`src/rtl/perm_indir_pkg.sv`:
```
package perm_indir_pkg;
  localparam int CODE_W = 4;

  typedef struct packed {
    logic rd;
    logic wr;
    logic ex;
    logic ss_rd;
    logic ss_wr;
    logic overlay;
  } perm_flags_t;
endpackage

```
`src/rtl/perm_slot_store.sv`:
```
module perm_slot_store #(
  parameter int SLOTS  = 16,
  parameter int CODE_W = 4,
  localparam int TBL_W = SLOTS * CODE_W,
  localparam int IDX_W = $clog2(SLOTS)
) (
  input  logic              clk,
  input  logic              rst,
  input  logic              we,
  input  logic [TBL_W-1:0]  wdata,
  input  logic [IDX_W-1:0]  idx,
  output logic [CODE_W-1:0] code
);
  logic [TBL_W-1:0]  tbl_q;
  logic [CODE_W-1:0] slot [SLOTS];

  always_ff @(posedge clk) begin
    if (rst)     tbl_q <= '0;
    else if (we) tbl_q <= wdata;
  end

  for (genvar m = 0; m < SLOTS; m++) begin : g_slot
    assign slot[m] = tbl_q[m*CODE_W +: CODE_W];
  end

  assign code = slot[idx];

  // the cycle after reset the table is empty
  assert_reset_clear_R11: assert property (@(posedge clk) disable iff (rst)
    $past(rst) |-> (tbl_q == '0));
  // a written value is held until the next write
  assert_table_hold_R10: assert property (@(posedge clk) disable iff (rst)
    !$past(we) && !$past(rst) |-> $stable(tbl_q));
endmodule

```
`src/rtl/perm_code_decode.sv`:
```
module perm_code_decode
  import perm_indir_pkg::*;
(
  input  logic [CODE_W-1:0] code,
  output perm_flags_t       flags
);
  always_comb begin
    flags = '0;
    flags.overlay = ~code[3];
    unique case (code)
      4'b0001: flags.rd = 1'b1;
      4'b0010: flags.ex = 1'b1;
      4'b0011: begin flags.rd = 1'b1; flags.ex = 1'b1; end
      4'b0101: begin flags.rd = 1'b1; flags.wr = 1'b1; end
      4'b0110,
      4'b0111: begin flags.rd = 1'b1; flags.wr = 1'b1; flags.ex = 1'b1; end
      4'b1000: flags.rd = 1'b1;
      4'b1001: begin flags.rd = 1'b1; flags.ss_rd = 1'b1; flags.ss_wr = 1'b1; end
      4'b1010: begin flags.rd = 1'b1; flags.ex = 1'b1; end
      4'b1100: begin flags.rd = 1'b1; flags.wr = 1'b1; end
      4'b1110: begin flags.rd = 1'b1; flags.wr = 1'b1; flags.ex = 1'b1; end
      default: ; // 0000 and the reserved codes: no access
    endcase
  end
endmodule

```
`src/rtl/perm_indir_lookup.sv`:
```
module perm_indir_lookup
  import perm_indir_pkg::*;
#(
  parameter int SLOTS = 16,
  localparam int TBL_W = SLOTS * CODE_W,
  localparam int IDX_W = $clog2(SLOTS)
) (
  input  logic             clk,
  input  logic             rst,
  input  logic             tbl_we,
  input  logic [TBL_W-1:0] tbl_wdata,
  input  logic             indir_en,
  input  logic             req_valid,
  input  logic [IDX_W-1:0] req_idx,
  output logic             rsp_valid,
  output logic             rsp_rd,
  output logic             rsp_wr,
  output logic             rsp_ex,
  output logic             rsp_ss_rd,
  output logic             rsp_ss_wr,
  output logic             rsp_overlay,
  output logic             rsp_bypass
);
  logic [CODE_W-1:0] sel_code;
  perm_flags_t       dec_flags;
  perm_flags_t       flags_q;
  logic              valid_q, bypass_q;

  perm_slot_store #(.SLOTS(SLOTS), .CODE_W(CODE_W)) u_store (
    .clk   (clk),
    .rst   (rst),
    .we    (tbl_we),
    .wdata (tbl_wdata),
    .idx   (req_idx),
    .code  (sel_code)
  );

  perm_code_decode u_decode (
    .code  (sel_code),
    .flags (dec_flags)
  );

  always_ff @(posedge clk) begin
    if (rst) begin
      valid_q  <= 1'b0;
      bypass_q <= 1'b0;
      flags_q  <= '0;
    end else begin
      valid_q  <= req_valid;
      bypass_q <= req_valid & ~indir_en;
      flags_q  <= (req_valid && indir_en) ? dec_flags : '0;
    end
  end

  assign rsp_valid   = valid_q;
  assign rsp_bypass  = bypass_q;
  assign rsp_rd      = flags_q.rd;
  assign rsp_wr      = flags_q.wr;
  assign rsp_ex      = flags_q.ex;
  assign rsp_ss_rd   = flags_q.ss_rd;
  assign rsp_ss_wr   = flags_q.ss_wr;
  assign rsp_overlay = flags_q.overlay;

  // response strobe follows a request by one cycle
  assert_rsp_follows_req_R9: assert property (@(posedge clk) disable iff (rst)
    req_valid |=> rsp_valid);
  assert_idle_quiet_R9: assert property (@(posedge clk) disable iff (rst)
    !rsp_valid |-> !(rsp_rd | rsp_wr | rsp_ex | rsp_ss_rd | rsp_ss_wr | rsp_overlay | rsp_bypass));
  // a disabled request yields bypass and no flags
  assert_bypass_clean_R8: assert property (@(posedge clk) disable iff (rst)
    req_valid && !indir_en |=> rsp_bypass && !(rsp_rd | rsp_wr | rsp_ex | rsp_ss_rd | rsp_ss_wr | rsp_overlay));
  // shadow-stack write only comes with the plain read form of code 1001
  assert_ss_form_R6: assert property (@(posedge clk) disable iff (rst)
    rsp_ss_wr |-> rsp_ss_rd && rsp_rd && !rsp_wr && !rsp_ex && !rsp_overlay);
  // every write grant also grants read
  assert_write_needs_read_R3: assert property (@(posedge clk) disable iff (rst)
    rsp_wr |-> rsp_rd);
  // no response straight after reset
  assert_no_rsp_after_reset_R11: assert property (@(posedge clk) disable iff (rst)
    $past(rst) |-> !rsp_valid);
endmodule

```
`config.mk`:
```
export PLATFORM = sky130hd
export DESIGN_NAME = perm_indir_lookup
export DESIGN_NICKNAME = d
export VERILOG_FILES = /design/src/rtl/perm_indir_pkg.sv /design/src/rtl/perm_slot_store.sv /design/src/rtl/perm_code_decode.sv /design/src/rtl/perm_indir_lookup.sv
export SDC_FILE = /design/constraint.sdc
export NUM_CORES = 1
export LEC_CHECK = 0
export CAP_MARGIN = 20
export CORE_ASPECT_RATIO = 1.5
export CORE_UTILIZATION = 36
export DETAILED_ROUTE_END_ITERATION = 8
export DONT_BUFFER_PORTS = 1
export GPL_ROUTABILITY_DRIVEN = 0
export PLACE_DENSITY = 0.53
export SLEW_MARGIN = 20
export SYNTH_ARGS = -nofsm -noshare
export SYNTH_HDL_FRONTEND = slang
export SYNTH_SLANG_ARGS = --single-unit
```
`constraint.sdc`:
```
create_clock -name clk -period 4.2 [get_ports clk]
set_input_delay 0.84 -clock clk [delete_from_list [all_inputs] [get_ports clk]]
set_output_delay 0.84 -clock clk [all_outputs]
set_load 0.02 [all_outputs]
```
# Yosys cells after proc, flatten, opt, wreduce, memory -nomap -nowiden
# Cells that the tools add are included.
[op_classes]
reduce_logical = 5
bitwise_logic = 5
n_eq_ne = 11
mux = 7
order_cmp = 1
[ops]
columns = ["operator", "n"]
rows = [
  ["$eq 4x4->1 const B", 5],
  ["$bmux 4 s4", 1],
  ["$eq 4x3->1 const B", 3],
  ["$reduce_or 10->1", 1],
  ["$eq 4x2->1 const B", 2],
  ["$mux 4", 2],
  ["$reduce_or 6->1", 1],
  ["$ge 5x5->1 const B", 1],
  ["$not 4->5", 1],
  ["$reduce_or 5->1", 1],
  ["$eq 4x1->1 const B", 1],
  ["$mux 1", 3],
  ["$not 1->1", 3],
  ["$mux 2", 1],
  ["$reduce_or 2->1", 1],
  ["$and 1x1->1", 1],
  ["$logic_and 1x1->1", 1],
]
[totals]
regBits = 72
output_inout_bits = 8

# Depth between registers and ports, before layout
[depth]
word_depth = 7
mapped_depth = 7
ltp_nobuf = 5

# Cells and area by module
# Synthesis repeated with hierarchy kept, for this count alone.
[hier_totals]
cells_unflattened = 271
hier_area_um2 = 3067.9
[modules_own_cells]
columns = ["mod", "cells_per_inst", "area_each_um2", "n_inst", "seq_area_each_um2"]
rows = [
  ["perm_slot_store", 245, 2777.7, 1, 1281.2],
  ["perm_indir_lookup", 16, 234.0, 1, 160.2],
  ["perm_code_decode", 10, 56.3, 1, 0.0],
]

# Worst setup path before layout
# No wires, ideal clock.
[synth_timing]
kind = "input to register"
from = "input req_idx[1]"
to = "register flags_q, in the netlist rsp_rd"
t_arrival_ns = 2.032
cell_stages = 6
slack_ns = 2.041
setup_ns = 0.126
t_required_ns = 4.074
path_cell_list = "buf_4 -> mux4_2 -> mux2i_1 -> mux2_2 -> and2_4 -> o32ai_2"
[synth_via]
elab_chain_cells = 7
elab_cells_between_ends = 16
classes_between = "10 x eq/ne; 4 x mux; 1 x bitwise; 1 x reduce/logical"
[synth_rtl]
columns = ["item", "line_no", "rtl"]
rows = [
  ["start, declared", "perm_indir_lookup.sv:14", "input logic [IDX_W-1:0] req_idx,"],
  ["$not 4->5 (implied by the code) (*)", "perm_slot_store.sv:26", "assign code = slot[idx];"],
  ["$bmux 4 s4 (*)", "perm_slot_store.sv:26", ""],
  ["$mux 4 (implied by the code) (*) (2 in a row)", "perm_slot_store.sv:26", ""],
  ["$eq 4x1->1, or another cell as far along", "perm_code_decode.sv:10", "unique case (code)"],
  ["$reduce_or 10->1 (no source line) (*)", "n/a", ""],
  ["$mux 1 (*)", "perm_code_decode.sv:10", ""],
  ["end signal, assigned", "perm_indir_lookup.sv:51", "flags_q <= (req_valid && indir_en) ? dec_flags : '0;"],
  ["end, declared", "perm_indir_lookup.sv:26", "perm_flags_t flags_q;"],
]
# Every way passes the cells marked *; elsewhere a longest branch is shown, timed or not. The select of a mux whose other input is x is not followed.
# A chain may end at the register's enable or synchronous reset.

# Worst setup path in the final report
[layout_timing]
from = "input req_idx[0]"
to = "register flags_q, in the netlist rsp_rd"
# The elaborated chain is that of the path after synthesis.

==> impl_results.md <==
* FMAX at between 500 and 600 MHz
* Final setup viols at 0
* Share of cells above drive strength 1 at 10.4%
* First-pass GRT wire length at around 10,000 um
* CP startpoint kind: input pin
* Mapped Cells at about 260
* Clock sinks at 71
* DR iter-0 viols at just over 70
* Drt first pass iters at 4
* Vias/cell at 5.06
* Die H at between 100 and 150 um
* Crit-path max FO at 12
* Skew final at between 0.003 and 0.004 ns
* Pin count of the biggest net entering global routing at 66
* CP endpoint kind: flip-flop
* Diode count at 0
* Deepest clock path buffer count at 2
* WP data required at around 4.4 ns
* Number of hold buffers added after CTS at 0
* CP max-delay cell: mux4_1
* Clock-pin slew on the worst setup and hold paths at about 0.050 ns
* Worst-path cell chain: mux4_1 -> a22oi_1 -> and3_4 -> or2_1 -> o32ai_2
* Synth cell types at 24
* WHS Endpoint: u_store.tbl_q[42]
* Slew Viols, Final at 0
* Worst R2R Path Depth at 5
* Commonest cells in the netlist: 71 x dfxtp_1, 68 x mux2i_1, 67 x nor2_1, 9 x mux4_1, 7 x mux4_2
* Hold Path Origin: u_store.tbl_q[42]
* Worst r2r src: u_store.tbl_q[5]
* CTS H-Tree Depth at 3
* Nets at around 330
* Post-DRT Antenna Nets at 0
* Leakage at 1.45 nW
* Post-placement setup slack at ~2.0 ns
* Number of flops mapped to enable cells by yosys at 0
* Clock root buffer: clkbuf_16
* Worst R2R Setup Slack at 2.58 ns
* CP arrival at 2.06 ns
* Asr flop ratio synth at 0%
* Area contributors post-synth: dfxtp_1 47%, mux2i_1 22%, nor2_1 8.3%, mux4_1 7.8%, mux4_2 5.2%
* Vias in the first global route at between 1,500 and 2,000
* Resize count post-CTS at 0
* FF-to-FF End: rsp_rd
* Avg WL per Cell at 17.8 um
* Routed vias at 1,843
* Initial Util at between 30% and 40%
* Min-delay worst type: reg2reg
* RSZ-0062 raised after global routing: false
* Synth Flop Type: dfxtp_1
* Cell row count at 40
* Core area at between 8000 and 9000 um2
* Hold Path Depth at 2
* Minimum clock period at 1.85 ns
* Die area at 8830 um2
* Max_cap viols at 0
* Tot GR Track Use at 15.6%
* DRC at 0
* TritonCTS Buffers at 9
* Cell taking the most area after synthesis: dfxtp_1
* Slew margin rel. at between 70% and 80%
* Post-CTS setup buffer count at 0
* Status: complete, no violations
* Final Core Density at between 40% and 50%
* Final Hold Vio Count at 0
* Top-count cell post-synth: dfxtp_1
* Slew at the pin closest to its max-slew limit at ~0.38 ns
* Final HPWL from detailed placement at 4420 um
* Area Growth Syn to Fin at 10.1%
* Seq/Total Area, Yosys at a little under half
* Final Cycle Share at between 40% and 50%
* Yosys top cell area share at a little under half
* Worst vdd ir at about 0.18 mV
* # port buffers at 0
* CTS tree: done
* Final WL at 6470 um
* Syn_nets at 337
* Type of the worst setup path: in2reg
* Die Width at about 77 um
* Synth warn at 0
* Initial antenna violation count at 0
* Synthesized area per cell at 11.5 um2
* Remaining global-route overflow at 0
* Top-level I/O count at 81
* Register bit total from synthesis at 71
* Pwr per Cell Area at about 470 nW/um2
* Slowest stage delay, CP at ~0.55 ns
* Sum of negative setup slack at 0 ns
* Final worst slack at approximately 2.4 ns
* Mapped cell area at ~3000 um2
* Worst-Skew Late Latency at 0.33 ns
cell usage in the layout, fill, tap and decap left out:
cell       instances
a211oi_1           1
a211oi_2           1
a22oi_1            1
a22oi_2            1
and2_4             1
and3_4             2
and4b_1            1
bufinv_16          1
clkbuf_1           3
clkbuf_16          9
clkbuf_8           1
dfxtp_1           71
mux2_2             2
mux2i_1           68
mux4_1             9
mux4_2             7
nand2_1            3
nand3_1            2
nor2_1            67
nor2b_1            5
o21bai_2           1
o32ai_2            1
or2_1              1
sequential cells by signal, summed over array words and instances (netlist names):
name / cells
u_store.tbl_q: 64
rsp_bypass: 1
rsp_ex: 1
rsp_overlay: 1
rsp_rd: 1
rsp_ss_rd: 1
rsp_valid: 1
rsp_wr: 1
critical path, delay by kind of cell:
kind	cells	cell delay [ns]
simple gates	2	0.37
compound gates	2	0.30
mux	1	0.55
cell families after synthesis:
logic type      Yosys count  synth area share, %
simple gates             82                 11.6
flops                    71                 46.7
compound gates            6                 2.22
buf+inv                  19                 3.45
mux                      86                 36.1
worst max path at each step:
stage / from / end / slack [ns] / cells past startpoint
after floorplan: req_idx[1] / rsp_rd / 2.04 / 6
final: req_idx[0] / rsp_rd / 2.35 / 5
after CTS: req_idx[0] / rsp_rd / 2.35 / 5
after detailed placement: req_idx[0] / rsp_rd / 2.00 / 5
after global routing: req_idx[0] / rsp_rd / 2.29 / 5
after global placement: req_idx[2] / rsp_rd / 2.04 / 5
through the flow:
step | cell area (um2) | cells | hold WS, ns | total power (W)
finish | 3350 | 364 | 0.479 | 0.00157
global route | 3350 | 364 | 0.509 | 0.00164
CTS | 3350 | 364 | 0.487 | 0.00159
detailed placement | 3070 | 350 | 0.474 | 0.000858
global placement | 3070 | 350 | 0.466 | 0.000855
floorplan | 3040 | 264 | 0.451 | 0.000868
power breakdown:
group / switching (W) / internal [W]
Combinational: 0.0000344 / 0.0000719
Sequential: 0.0000227 / 0.000713
Clock: 0.000256 / 0.000469
Total: 0.000313 / 0.00125
layout make-up:
type                            instances  area (um2)
Clock inverter                          1        30.0
Tap cell                              105         131
Sequential cell                        71        1420
Clock buffer                           13         250
Multi-Input combinational cell        174        1520
Fill cell                             801        4760
metal layers:
layer | share of wire (%) | vias to the layer above | GRT usage, % | wire length (um)
met5 | 0 | - | 0 | 0
met4 | 2.7 | 0 | 9.81 | 172
met3 | 7.4 | 11 | 6.37 | 482
met2 | 47 | 54 | 24.2 | 3060
met1 | 43 | 853 | 17.8 | 2750
li1 | - | 925 | - | -
Power figures use the tool's default switching activity.
